## config.mk

```make
export PLATFORM = sky130hd
export DESIGN_NAME = i2c_burst_ctrl
export DESIGN_NICKNAME = d
export VERILOG_FILES = /design/src/rtl/bxf_pkg.sv /design/src/rtl/bxf_buffer.sv /design/src/rtl/bxf_count.sv /design/src/rtl/bxf_seq.sv /design/src/rtl/i2c_burst_ctrl.sv
export SDC_FILE = /design/constraint.sdc
export NUM_CORES = 1
export LEC_CHECK = 0
export BUFFER_PORTS_ARGS = -buffer_cell sky130_fd_sc_hd__buf_2
export CAP_MARGIN = 5
export CORE_UTILIZATION = 45
export CTS_BUF_LIST = sky130_fd_sc_hd__clkbuf_4
export DETAILED_ROUTE_END_ITERATION = 16
export GPL_TIMING_DRIVEN = 1
export SYNTH_ARGS = -nofsm -noshare
export SYNTH_HDL_FRONTEND = slang
export SYNTH_SLANG_ARGS = --single-unit
```

## constraint.sdc

```tcl
create_clock -name clk -period 3.4 [get_ports clk]
set_input_delay 0 -clock clk [delete_from_list [all_inputs] [get_ports clk]]
set_output_delay 0 -clock clk [all_outputs]
set_load 0.05 [all_outputs]
```

## src/rtl/bxf_pkg.sv

```systemverilog
package bxf_pkg;

    typedef enum logic [1:0] {
        ST_IDLE,
        ST_XFER,
        ST_WRAP,
        ST_REJECT
    } seq_state_e;

    typedef enum logic [1:0] {
        END_FULL,
        END_NACK,
        END_STOP
    } end_cause_e;

    localparam logic [7:0] STAT_IDLE    = 8'hF8;
    localparam logic [7:0] STAT_BADCNT  = 8'hFC;
    localparam logic [7:0] STAT_TX_ALL  = 8'h28;
    localparam logic [7:0] STAT_TX_NACK = 8'h30;
    localparam logic [7:0] STAT_RX_ACK  = 8'h50;
    localparam logic [7:0] STAT_RX_NACK = 8'h58;
    localparam logic [7:0] STAT_STOP    = 8'hA0;

endpackage

```

## src/rtl/bxf_buffer.sv

```systemverilog
module bxf_buffer #(
    parameter int DEPTH = 68,
    parameter int DW    = 8,
    parameter int CW    = 7
) (
    input  logic          clk,
    input  logic          we,
    input  logic [CW-1:0] addr,
    input  logic [DW-1:0] wdata,
    output logic [DW-1:0] rdata
);
    localparam logic [CW-1:0] LAST_IDX = CW'(DEPTH - 1);

    logic [DW-1:0] mem [DEPTH];
    logic          in_range;

    assign in_range = (addr <= LAST_IDX);

    always_ff @(posedge clk) begin
        if (we && in_range) begin
            mem[addr] <= wdata;
        end
    end

    always_comb begin
        rdata = '0;
        if (in_range) begin
            rdata = mem[addr];
        end
    end

    // a write never targets an entry outside the storage
    assert_wr_in_range_R2: assert property (@(posedge clk) we |-> (addr <= LAST_IDX));

endmodule

```

## src/rtl/bxf_count.sv

```systemverilog
module bxf_count #(
    parameter int DEPTH = 68,
    parameter int CW    = 7
) (
    input  logic          clk,
    input  logic          rst_n,
    input  logic          wr_en,
    input  logic [CW:0]   wdata,
    input  logic          moved_clr,
    input  logic          moved_inc,
    input  logic          moved_load,
    output logic [CW:0]   cnt_rdata,
    output logic          lb,
    output logic [CW-1:0] bound,
    output logic          cnt_ok,
    output logic          last_pos,
    output logic [CW-1:0] moved
);
    localparam logic [CW-1:0] DEPTH_C = CW'(DEPTH);

    logic          lb_q;
    logic [CW-1:0] bc_q;
    logic [CW-1:0] moved_q;

    always_ff @(posedge clk) begin
        if (!rst_n) begin
            lb_q    <= 1'b0;
            bc_q    <= '0;
            moved_q <= '0;
        end else begin
            if (wr_en) begin
                lb_q <= wdata[CW];
                bc_q <= wdata[CW-1:0];
            end else if (moved_load) begin
                bc_q <= moved_q;
            end
            if (moved_clr) begin
                moved_q <= '0;
            end else if (moved_inc) begin
                moved_q <= moved_q + CW'(1);
            end
        end
    end

    always_comb begin
        cnt_rdata = {lb_q, bc_q};
        lb        = lb_q;
        moved     = moved_q;
        cnt_ok    = (bc_q != '0) && (bc_q <= DEPTH_C);
        bound     = (bc_q > DEPTH_C) ? DEPTH_C : bc_q;
        last_pos  = ((moved_q + CW'(1)) == bc_q);
    end

    // the moved counter only advances while it is below the requested count
    assert_inc_below_count_R4: assert property (@(posedge clk) disable iff (!rst_n)
        moved_inc |-> (moved_q < bc_q));

endmodule

```

## src/rtl/bxf_seq.sv

```systemverilog
module bxf_seq #(
    parameter int DEPTH = 68,
    parameter int CW    = 7
) (
    input  logic          clk,
    input  logic          rst_n,
    input  logic          dat_wr,
    input  logic          dat_rd,
    input  logic          cnt_wr,
    input  logic          ctl_wr,
    input  logic          ctl_buffered,
    input  logic          ctl_rx,
    input  logic          ctl_go,
    input  logic          irq_clr,
    input  logic [CW-1:0] bound,
    input  logic          lb,
    input  logic          cnt_ok,
    input  logic          last_pos,
    input  logic          eng_done,
    input  logic          eng_ack,
    input  logic          eng_stop,
    output logic [CW-1:0] ptr,
    output logic          buf_we,
    output logic          buf_from_eng,
    output logic          cnt_load_ok,
    output logic          moved_clr,
    output logic          moved_inc,
    output logic          moved_load,
    output logic          eng_req,
    output logic          eng_rx,
    output logic          eng_nack,
    output logic          irq,
    output logic [7:0]    status
);
    import bxf_pkg::*;

    seq_state_e state_q, state_d;
    end_cause_e cause_q, cause_d;
    logic       rx_q;
    logic       in_idle, in_xfer;
    logic       host_room, host_step, eng_step, start_ok;
    logic [7:0] wrap_code;

    // State register
    always_ff @(posedge clk) begin
        if (!rst_n) begin
            state_q <= ST_IDLE;
            cause_q <= END_FULL;
        end else begin
            state_q <= state_d;
            cause_q <= cause_d;
        end
    end

    // Outputs and strobes decoded from the current state
    always_comb begin
        in_idle      = (state_q == ST_IDLE);
        in_xfer      = (state_q == ST_XFER);
        host_room    = (ptr < bound);
        host_step    = in_idle && (dat_wr || dat_rd) && host_room;
        eng_step     = in_xfer && eng_done && !eng_stop;
        start_ok     = in_idle && ctl_wr && ctl_buffered && ctl_go && !irq;
        buf_we       = (in_idle && dat_wr && host_room) || (eng_step && rx_q);
        buf_from_eng = in_xfer;
        cnt_load_ok  = in_idle;
        moved_clr    = start_ok;
        moved_inc    = eng_step;
        moved_load   = (state_q == ST_WRAP);
        eng_req      = in_xfer;
        eng_rx       = in_xfer && rx_q;
        eng_nack     = in_xfer && rx_q && lb && last_pos;
    end

    // Next-state logic
    always_comb begin
        state_d = state_q;
        cause_d = cause_q;
        unique case (state_q)
            ST_IDLE: begin
                if (start_ok) begin
                    state_d = cnt_ok ? ST_XFER : ST_REJECT;
                end
            end
            ST_XFER: begin
                if (eng_stop) begin
                    state_d = ST_WRAP;
                    cause_d = END_STOP;
                end else if (eng_done) begin
                    if (!rx_q && !eng_ack) begin
                        state_d = ST_WRAP;
                        cause_d = END_NACK;
                    end else if (last_pos) begin
                        state_d = ST_WRAP;
                        cause_d = END_FULL;
                    end
                end
            end
            ST_WRAP:   state_d = ST_IDLE;
            ST_REJECT: state_d = ST_IDLE;
            default:   state_d = ST_IDLE;
        endcase
    end

    always_comb begin
        unique case (cause_q)
            END_STOP: wrap_code = STAT_STOP;
            END_NACK: wrap_code = STAT_TX_NACK;
            default:  wrap_code = rx_q ? (lb ? STAT_RX_NACK : STAT_RX_ACK) : STAT_TX_ALL;
        endcase
    end

    // Pointer, interrupt and status
    always_ff @(posedge clk) begin
        if (!rst_n) begin
            ptr    <= '0;
            rx_q   <= 1'b0;
            irq    <= 1'b0;
            status <= STAT_IDLE;
        end else begin
            if (start_ok) begin
                ptr  <= '0;
                rx_q <= ctl_rx;
            end else if (cnt_wr && in_idle) begin
                ptr <= '0;
            end else if (host_step || eng_step) begin
                ptr <= ptr + CW'(1);
            end

            if (state_q == ST_WRAP) begin
                ptr    <= '0;
                irq    <= 1'b1;
                status <= wrap_code;
            end else if (state_q == ST_REJECT) begin
                ptr    <= '0;
                irq    <= 1'b1;
                status <= STAT_BADCNT;
            end else if (irq_clr && irq) begin
                irq    <= 1'b0;
                status <= STAT_IDLE;
            end
        end
    end

    // the interrupt stays up until the host clears it
    assert_irq_sticky_R11: assert property (@(posedge clk) disable iff (!rst_n)
        (irq && !irq_clr) |=> irq);

    // a rising interrupt finds the pointer back at entry zero
    assert_ptr_home_R9: assert property (@(posedge clk) disable iff (!rst_n)
        $rose(irq) |-> (ptr == '0));

    // a refused count never leads to engine activity
    assert_badcnt_quiet_R3: assert property (@(posedge clk) disable iff (!rst_n)
        (status == STAT_BADCNT) |-> !eng_req);

endmodule

```

## src/rtl/i2c_burst_ctrl.sv

```systemverilog
module i2c_burst_ctrl #(
    parameter int DEPTH = 68,
    parameter int DW    = 8,
    parameter int CW    = 7
) (
    input  logic          clk,
    input  logic          rst_n,
    input  logic          cnt_wr,
    input  logic [CW:0]   cnt_wdata,
    output logic [CW:0]   cnt_rdata,
    input  logic          dat_wr,
    input  logic [DW-1:0] dat_wdata,
    input  logic          dat_rd,
    output logic [DW-1:0] dat_rdata,
    input  logic          ctl_wr,
    input  logic          ctl_buffered,
    input  logic          ctl_rx,
    input  logic          ctl_go,
    input  logic          irq_clr,
    output logic          irq,
    output logic [7:0]    status,
    output logic          eng_req,
    output logic          eng_rx,
    output logic [DW-1:0] eng_txbyte,
    output logic          eng_nack,
    input  logic          eng_done,
    input  logic          eng_ack,
    input  logic [DW-1:0] eng_rxbyte,
    input  logic          eng_stop
);
    logic [CW-1:0] ptr_w, bound_w, moved_w;
    logic          buf_we_w, buf_from_eng_w, cnt_load_ok_w;
    logic          moved_clr_w, moved_inc_w, moved_load_w;
    logic          lb_w, cnt_ok_w, last_pos_w;
    logic [DW-1:0] buf_wdata_w, buf_rdata_w;

    assign buf_wdata_w = buf_from_eng_w ? eng_rxbyte : dat_wdata;
    assign dat_rdata   = buf_rdata_w;
    assign eng_txbyte  = buf_rdata_w;

    bxf_count #(.DEPTH(DEPTH), .CW(CW)) count_i (
        .clk        (clk),
        .rst_n      (rst_n),
        .wr_en      (cnt_wr && cnt_load_ok_w),
        .wdata      (cnt_wdata),
        .moved_clr  (moved_clr_w),
        .moved_inc  (moved_inc_w),
        .moved_load (moved_load_w),
        .cnt_rdata  (cnt_rdata),
        .lb         (lb_w),
        .bound      (bound_w),
        .cnt_ok     (cnt_ok_w),
        .last_pos   (last_pos_w),
        .moved      (moved_w)
    );

    bxf_seq #(.DEPTH(DEPTH), .CW(CW)) seq_i (
        .clk          (clk),
        .rst_n        (rst_n),
        .dat_wr       (dat_wr),
        .dat_rd       (dat_rd),
        .cnt_wr       (cnt_wr),
        .ctl_wr       (ctl_wr),
        .ctl_buffered (ctl_buffered),
        .ctl_rx       (ctl_rx),
        .ctl_go       (ctl_go),
        .irq_clr      (irq_clr),
        .bound        (bound_w),
        .lb           (lb_w),
        .cnt_ok       (cnt_ok_w),
        .last_pos     (last_pos_w),
        .eng_done     (eng_done),
        .eng_ack      (eng_ack),
        .eng_stop     (eng_stop),
        .ptr          (ptr_w),
        .buf_we       (buf_we_w),
        .buf_from_eng (buf_from_eng_w),
        .cnt_load_ok  (cnt_load_ok_w),
        .moved_clr    (moved_clr_w),
        .moved_inc    (moved_inc_w),
        .moved_load   (moved_load_w),
        .eng_req      (eng_req),
        .eng_rx       (eng_rx),
        .eng_nack     (eng_nack),
        .irq          (irq),
        .status       (status)
    );

    bxf_buffer #(.DEPTH(DEPTH), .DW(DW), .CW(CW)) buffer_i (
        .clk   (clk),
        .we    (buf_we_w),
        .addr  (ptr_w),
        .wdata (buf_wdata_w),
        .rdata (buf_rdata_w)
    );

    // during a burst the buffer pointer and the moved counter advance together
    assert_ptr_tracks_moved_R4: assert property (@(posedge clk) disable iff (!rst_n)
        eng_req |-> (ptr_w == moved_w));

endmodule

```

==> results of run 1 <==
sequential cells by signal, indices dropped and copies added, names as in the netlist, named ones only:
register and count:
count_i.bc_q 7, seq_i.irq 1, seq_i.state_q 2, count_i.moved 7, seq_i.cause_q 2, count_i.lb 1
seq_i.status 6, seq_i.rx_q 1, seq_i.ptr 7, buffer_i.mem 544
synth_stat cells (2+ instances only):
| library cell | number |
|---|---|
| edfxtp_1 | 544 |
| mux4_2 | 136 |
| nor2_1 | 80 |
| o22ai_1 | 75 |
| nand2_1 | 45 |
| dfxtp_1 | 41 |
| clkbuf_1 | 36 |
| nor4_1 | 20 |
| nor2b_1 | 19 |
| o21ai_0 | 18 |
| nor3_1 | 15 |
| buf_2 | 14 |
| or3_1 | 14 |
| nand3_1 | 12 |
| a21oi_1 | 11 |
| buf_4 | 11 |
| nand3b_1 | 11 |
| ha_1 | 10 |
| a21boi_0 | 9 |
| mux2_2 | 8 |
| nand2b_1 | 8 |
| a22oi_1 | 7 |
| buf_1 | 7 |
| inv_1 | 7 |
| xnor2_1 | 6 |
| xor2_1 | 6 |
| a31oi_1 | 4 |
| and2_1 | 4 |
| or2_2 | 4 |
| or3b_2 | 4 |
| a211oi_1 | 3 |
| mux2i_1 | 3 |
| nand4_1 | 3 |
| o21a_1 | 3 |
| a21o_1 | 2 |
| nor3b_1 | 2 |
| nor4b_1 | 2 |
| o211ai_1 | 2 |
per-stage QoR:
stage	hold WS, ns	util (%)	cells	setup TNS [ns]	instance area (um2)
final	0.0896	55.0	2314	0	27700
after global routing	0.0467	55.0	2314	-0.000116	27700
after CTS	0.00627	54.7	2313	-0.00724	27500
after detailed placement	0.272	49.7	2021	0	25000
after global placement	0.264	49.7	2021	0	25000
after floorplan	0.152	-	1216	0	23000
worst max path at each step:
stage	cells after the start	endpoint	startpoint	slack (ns)
final	9	dat_rdata[6]	flip-flop	0.13
after global placement	9	buffer_i.mem[56][0]	count_i.bc_q[3]	0.37
after global routing	9	dat_rdata[0]	flip-flop	-0.00007
after floorplan	9	buffer_i.mem[60][0]	count_i.bc_q[3]	0.03
after detailed placement	9	buffer_i.mem[56][5]	count_i.bc_q[3]	0.32
after CTS	9	eng_txbyte[2]	flip-flop	-0.004
final cells by class:
cell class / count / share of cell area (%)
flip-flops and latches: 585 / 62.1
multi-input cells: 555 / 20.7
diodes: 1 / 0.00905
inverters: 8 / 0.109
well taps: 672 / 3.04
clock buffers: 193 / 5.24
clock inverters: 32 / 0.755
repair buffers: 268 / 8.04
layer usage:
layer	global-route usage (%)	vias to the layer above	wire length (um)	share of wire (%)
li1	-	5743	-	-
met4	8.28	0	1250	2.3
met1	29.1	6789	22900	42
met3	4.05	82	3660	6.7
met2	34.4	537	26800	49
met5	0	-	0	0
cell usage in the layout (no fill, tap or decap), types with 5 or more instances in the layout:
master,instances
clkbuf_4,197
or3_1,14
mux2_2,8
nor2b_1,19
dfxtp_1,36
o22ai_2,16
buf_12,7
nand3b_1,11
buf_2,56
dlygate4sd3_1,54
mux4_2,136
nand2_1,45
nor3_1,7
nand3_1,11
dfxtp_4,5
o21ai_0,18
a21oi_1,11
nor3_2,8
nand2b_1,8
clkinv_1,20
xor2_1,6
nor2_1,80
a21boi_0,9
inv_1,7
xnor2_1,6
edfxtp_1,544
a22oi_1,7
nor4_1,19
ha_1,10
o22ai_1,56
inv_2,6
buf_4,139
critical path: cells and delay by family, from the launching register on:
kind / cells / cell delay, ns
AOI/OAI and AO/OA: 2 / 0.43
buffers and inverters: 4 / 0.87
DFF: 1 / 0.38
and+or+nand+nor: 2 / 0.20
muxes: 1 / 0.56
where the power goes:
group / internal (uW) / switching [uW]
clock: 2830 / 2600
combinational: 526 / 728
sequential: 7930 / 21.1
logic make-up after synthesis:
logic type               after synthesis  synth area share (%)
AO/OA/AOI/OAI                        139                  3.87
buffers and inverters                 76                  1.49
flip-flops                           585                  74.5
multiplexers                         147                  13.8
XOR/XNOR                              12                 0.456
AND/OR/NAND/NOR                      245                  5.30
other                                  1                0.0163
adder cells (fa/ha/maj)               10                 0.543
what timing repair did:
action	CTS	global route
setup buffers	11	0
gates resized for setup	31	32
pin swaps	0	3
endpoints found under the setup margin	16	17
hold endpoints to repair	41	0
hold buffers	54	0
cloned	2	0
==> impl_metrics.csv, run 1 <==
group,metric,value,unit
run_status,status,"finished clean",
critical_path,critPathMaxFanout,16,
critical_path,max_stage_delay,0.56,ns
timing,skew,0.0506,ns
timing,slew_headroom,34.3,%
floorplanning,die_area,52100,um2
synth,yosysWarningCount,0,
timing,fin_ws,0.133,ns
place,place_congestion,0.861,
run,maxCapViolCount,0,
final_layout,drive_above_1_share,37.2,%
power,totalPowerFinal,14600,uW
timing,worst_pin_slew,0.985,ns
route,drcViolationCount,0,
critical_path,r2r_cells,9,
clocking,clock-sinks,585,
route,wire_per_inst,23.6,um
clocking,cts_root_buf,"clkbuf_4",
synth,ys_seq_elements,585,
critical_path,end_kind,"output port",
critical_path,required,3.40,ns
timing,setup_viol,0,
synth,synth_top_area_share,70.9,%
hold_path,hold_end,"seq_i.cause_q[0]",
global_routing,grt_usage,21.4,%
clocking,cts_tree,"built",
timing,fmax,0.306,GHz
route,drtAntennaViolNets,0,
final_layout,seq_area,17200,um2
synth,syn_inst,1215,
floorplanning,rows,82,
hold_path,hold_start,"eng_stop",
timing,hold_viol,0,
final_layout,fill_cells,4023,
synth,syn_area,23000,um2
critical_path,r2r_end,"buffer_i.mem[56][4]",
synth,synthArstFlopShare,0,%
floorplanning,die_h,228,um
timing,report.final.slew_viol_count,0,
place,dp_slack,0.324,ns
clocking,htreeDepth,4,
timing,period_share,96.1,%
global_routing,grt_pass1_vias,13473,
clocking,clock_latency,0.86,ns
final_layout,area_growth,20.1,%
route,dr.pass1.iters,7,
global_routing,grt_antenna_before_repair,1,
global_routing,grt_pass1_wl,81900,um
hold_path,whs_path_depth,5,
floorplanning,io_pins,73,
clocking,clk_pin_slew_worst_paths,0.06,ns
route,drt-total-wl,54600,um
clocking,cts_buffers,144,
power,ir_drop,0.351,mV
final_layout,multi_input_area,5740,um2
power,power-per-cell-area,529,nW/um2
route,vias,13151,
critical_path,start_kind,"flip-flop",
synth,syn_avg_cell_area,19.0,um2
synth,synth_top_cell_by_area,"edfxtp_1",
power,p_leak,0.00905,uW
timing,fin_crit,3.27,ns
global_routing,grt_max_degree,69,
route,drt-initial-drc-count,1092,
critical_path,cp_common_cell,"buf_4",
floorplanning,design.core.area,50300,um2
global_routing,grt-ovfl-total,0,
route,viasPerCell,5.68,
floorplanning,start_util,45.8,%
critical_path,critPathArrivalTime,3.27,ns
final_layout,finalNetCount,1609,
place,dp_hpwl,31900,um
critical_path,reg2reg_slack,0.32,ns
synth,ys.flop_type,"edfxtp_1",
critical_path,crit_slowest_cell,"mux4_2",
clocking,clockBufferDepth,3,
floorplanning,die_width,228,um
synth,ys_seq_area_share,74.5,%
critical_path,path_cells,"buf_12, bufbuf_16, mux4_2, o22ai_4, nor4_1, buf_4, o22ai_1, nor3_2, buf_4",
synth,synthTopCellsByArea,"edfxtp_1, mux4_2, dfxtp_1",
critical_path,regToRegStartpoint,"count_i.bc_q[3]",
place,io_buffers,70,
critical_path,crit_type,"reg2out",
hold_path,hp-class,"in2reg",
synth,synth.distinct_cells,47,
synth,synth_edf_count,544,
No activity file was read; power rests on OpenSTA's default activity.
==> run 2, diff against run 1 <==
PLACE_DENSITY = 0.7   (was not set)
==> run 2 against run 1 <==
  * Sequential power about the same
  * Power up 2.3%
  * Register-to-register slack worse by 0.04 ns
  * Global-route usage down 0.64 points
  * Flip-flop and latch count unchanged
  * Critical path depth unchanged
  * Highest routed layer unchanged
==> impl_metrics.csv, run 2 (synthesized netlist as in run 1, its figures left out) <==
group,metric,value,unit
run_status,status,"finished clean",
final_layout,layout_common_cells,"edfxtp_1, clkbuf_4, buf_4, mux4_2, nor2_1",
floorplanning,die_h,228,um
clocking,cts_buffers,141,
clocking,htreeDepth,4,
global_routing,grt_usage,20.8,%
route,wire_per_inst,22.8,um
critical_path,r2r_cells,12,
route,viasPerCell,5.68,
final_layout,drive_above_1_share,38.0,%
place,dp_hpwl,31600,um
final_layout,largest-register,"buffer_i.mem",
timing,setup_viol,0,
route,drtAntennaViolNets,0,
critical_path,crit_cells,9,
clocking,clockBufferDepth,3,
place,dp_slack,0.218,ns
timing,skew,0.0524,ns
run,maxCapViolCount,0,
timing,fmax,0.296,GHz
timing,slew_headroom,41.7,%
critical_path,cp_top_family,"buffers and inverters",
critical_path,r2r_end,"buffer_i.mem[50][2]",
critical_path,regToRegStartpoint,"count_i.bc_q[5]",
floorplanning,start_util,45.8,%
power,p_seq_share,53.1,%
global_routing,grt_pass1_wl,80700,um
floorplanning,die_width,228,um
global_routing,grt_max_degree,69,
critical_path,required,3.40,ns
clocking,cts_root_buf,"clkbuf_4",
critical_path,reg2reg_slack,0.28,ns
clocking,clock_latency,0.84,ns
timing,fin_crit,3.38,ns
critical_path,end_kind,"output port",
floorplanning,io_pins,73,
critical_path,cp_common_cell,"o22ai_1",
power,p_leak,0.00919,uW
timing,fin_ws,0.0236,ns
critical_path,crit_end,"eng_txbyte[1]",
timing,period_share,99.3,%
clocking,cts_tree,"built",
route,drt-total-wl,53500,um
final_layout,finalNetCount,1614,
power,pwr-share-comb,8.4,%
critical_path,critPathBufInv,4,
timing,tns,0,ns
global_routing,grt-ovfl-total,0,
critical_path,path_cells,"buf_12, bufbuf_16, mux4_2, o22ai_1, nor4_1, buf_4, o22ai_1, nor3_2, clkbuf_4",
route,drcViolationCount,0,
place,io_buffers,70,
timing,report.final.slew_viol_count,0,
power,internal_power,11500,uW
critical_path,critPathArrivalTime,3.38,ns
power,clkPwrFrac,38.5,%
critical_path,critPathMaxFanout,18,
power,power.net_switching,3430,uW
clocking,clock-sinks,585,
place,place_congestion,0.899,
power,swShare,22.9,%
floorplanning,rows,82,
critical_path,crit_slowest_cell,"mux4_2",
route,dr.pass1.iters,5,
power,power-per-cell-area,536,nW/um2
critical_path,crit_type,"reg2out",
clocking,clk_pin_slew_worst_paths,0.06,ns
floorplanning,die_area,52100,um2
route,drt-initial-drc-count,1218,
critical_path,max_stage_delay,0.56,ns
hold_path,hp-class,"in2reg",
final_layout,largest_reg_flops,544,
final_layout,layout_commonest_cell,"edfxtp_1",
floorplanning,design.core.area,50300,um2
timing,hold_viol,0,
route,vias,13326,
power,totalPowerFinal,15000,uW
power,ir_drop,0.470,mV
global_routing,grt_antenna_before_repair,1,
critical_path,start_kind,"flip-flop",
global_routing,grt_pass1_vias,13609,
timing,rsz0062_at_grt,"true",
timing,worst_pin_slew,0.872,ns
final_layout,area_growth,21.3,%
run 2: cell count changes in the layout (fill, tap and decap cells not counted), sizes merged:
cell | previous run | this run
clkinv | 22 | 37
clkbuf | 197 | 211
buf | 208 | 213
bufbuf | 2 | 4
inv | 13 | 11
bufinv | 3 | 4
dlygate4sd3 | 54 | 53
run 2: layer usage:
metal	wire length (um)	part of all wire, %	global-route usage [%]	vias up
met5	0	0	0	-
met4	1060	2.0	7.24	0
met3	4690	8.8	4.39	78
met2	25600	48	32.6	699
met1	22200	41	28.9	6769
li1	-	-	-	5780
run 2: cell type report:
class                           instances  area, um2
Fill cell                            3816      22300
Sequential cell                       585      17200
Multi-Input combinational cell        555       5740
Timing Repair Buffer                  276       2310
Clock buffer                          205       1540
Tap cell                              672        841
Clock inverter                         46        295
Inverter                                8       30.0
Antenna cell                            1       2.50
run 2: what timing repair did:
item,4_1_cts,5_1_grt
hold endpoints to repair,102,0
buffers inserted,7,10
setup endpoints to repair,16,78
cloned,4,1
resized for setup,22,35
pin swaps,2,3
hold buffers,53,0
run 2: power groups by stage:
stage,combinational [uW],sequential (uW),clock [uW]
floorplan,728,8120,0
global placement,1080,8120,0
detailed placement,1090,8120,0
CTS,1240,7950,5860
global route,1330,7950,6230
finish,1260,7950,5760
run 2: how the worst min path moves through the flow:
stage                  from                  end  slack [ns]  cells past startpoint
3_5_place_dp   cnt_wdata[7]           count_i.lb        0.27                      3
5_1_grt             irq_clr            seq_i.irq        0.06                      4
6_report       dat_wdata[7]  buffer_i.mem[64][7]        0.09                      2
4_1_cts               rst_n      seq_i.status[7]       0.002                      3
2_1_floorplan      eng_done     seq_i.cause_q[0]        0.15                      2
3_3_place_gp   cnt_wdata[7]           count_i.lb        0.26                      3
run 2: per-stage QoR:
stage | cells | hold slack [ns] | cell area [um2] | util [%]
2_1_floorplan | 1216 | 0.152 | 23000 | -
3_3_place_gp | 2021 | 0.259 | 25000 | 49.7
3_5_place_dp | 2021 | 0.269 | 25000 | 49.7
4_1_cts | 2336 | 0.00224 | 27700 | 55.0
5_1_grt | 2348 | 0.0647 | 27900 | 55.6
6_report | 2348 | 0.0922 | 27900 | 55.6
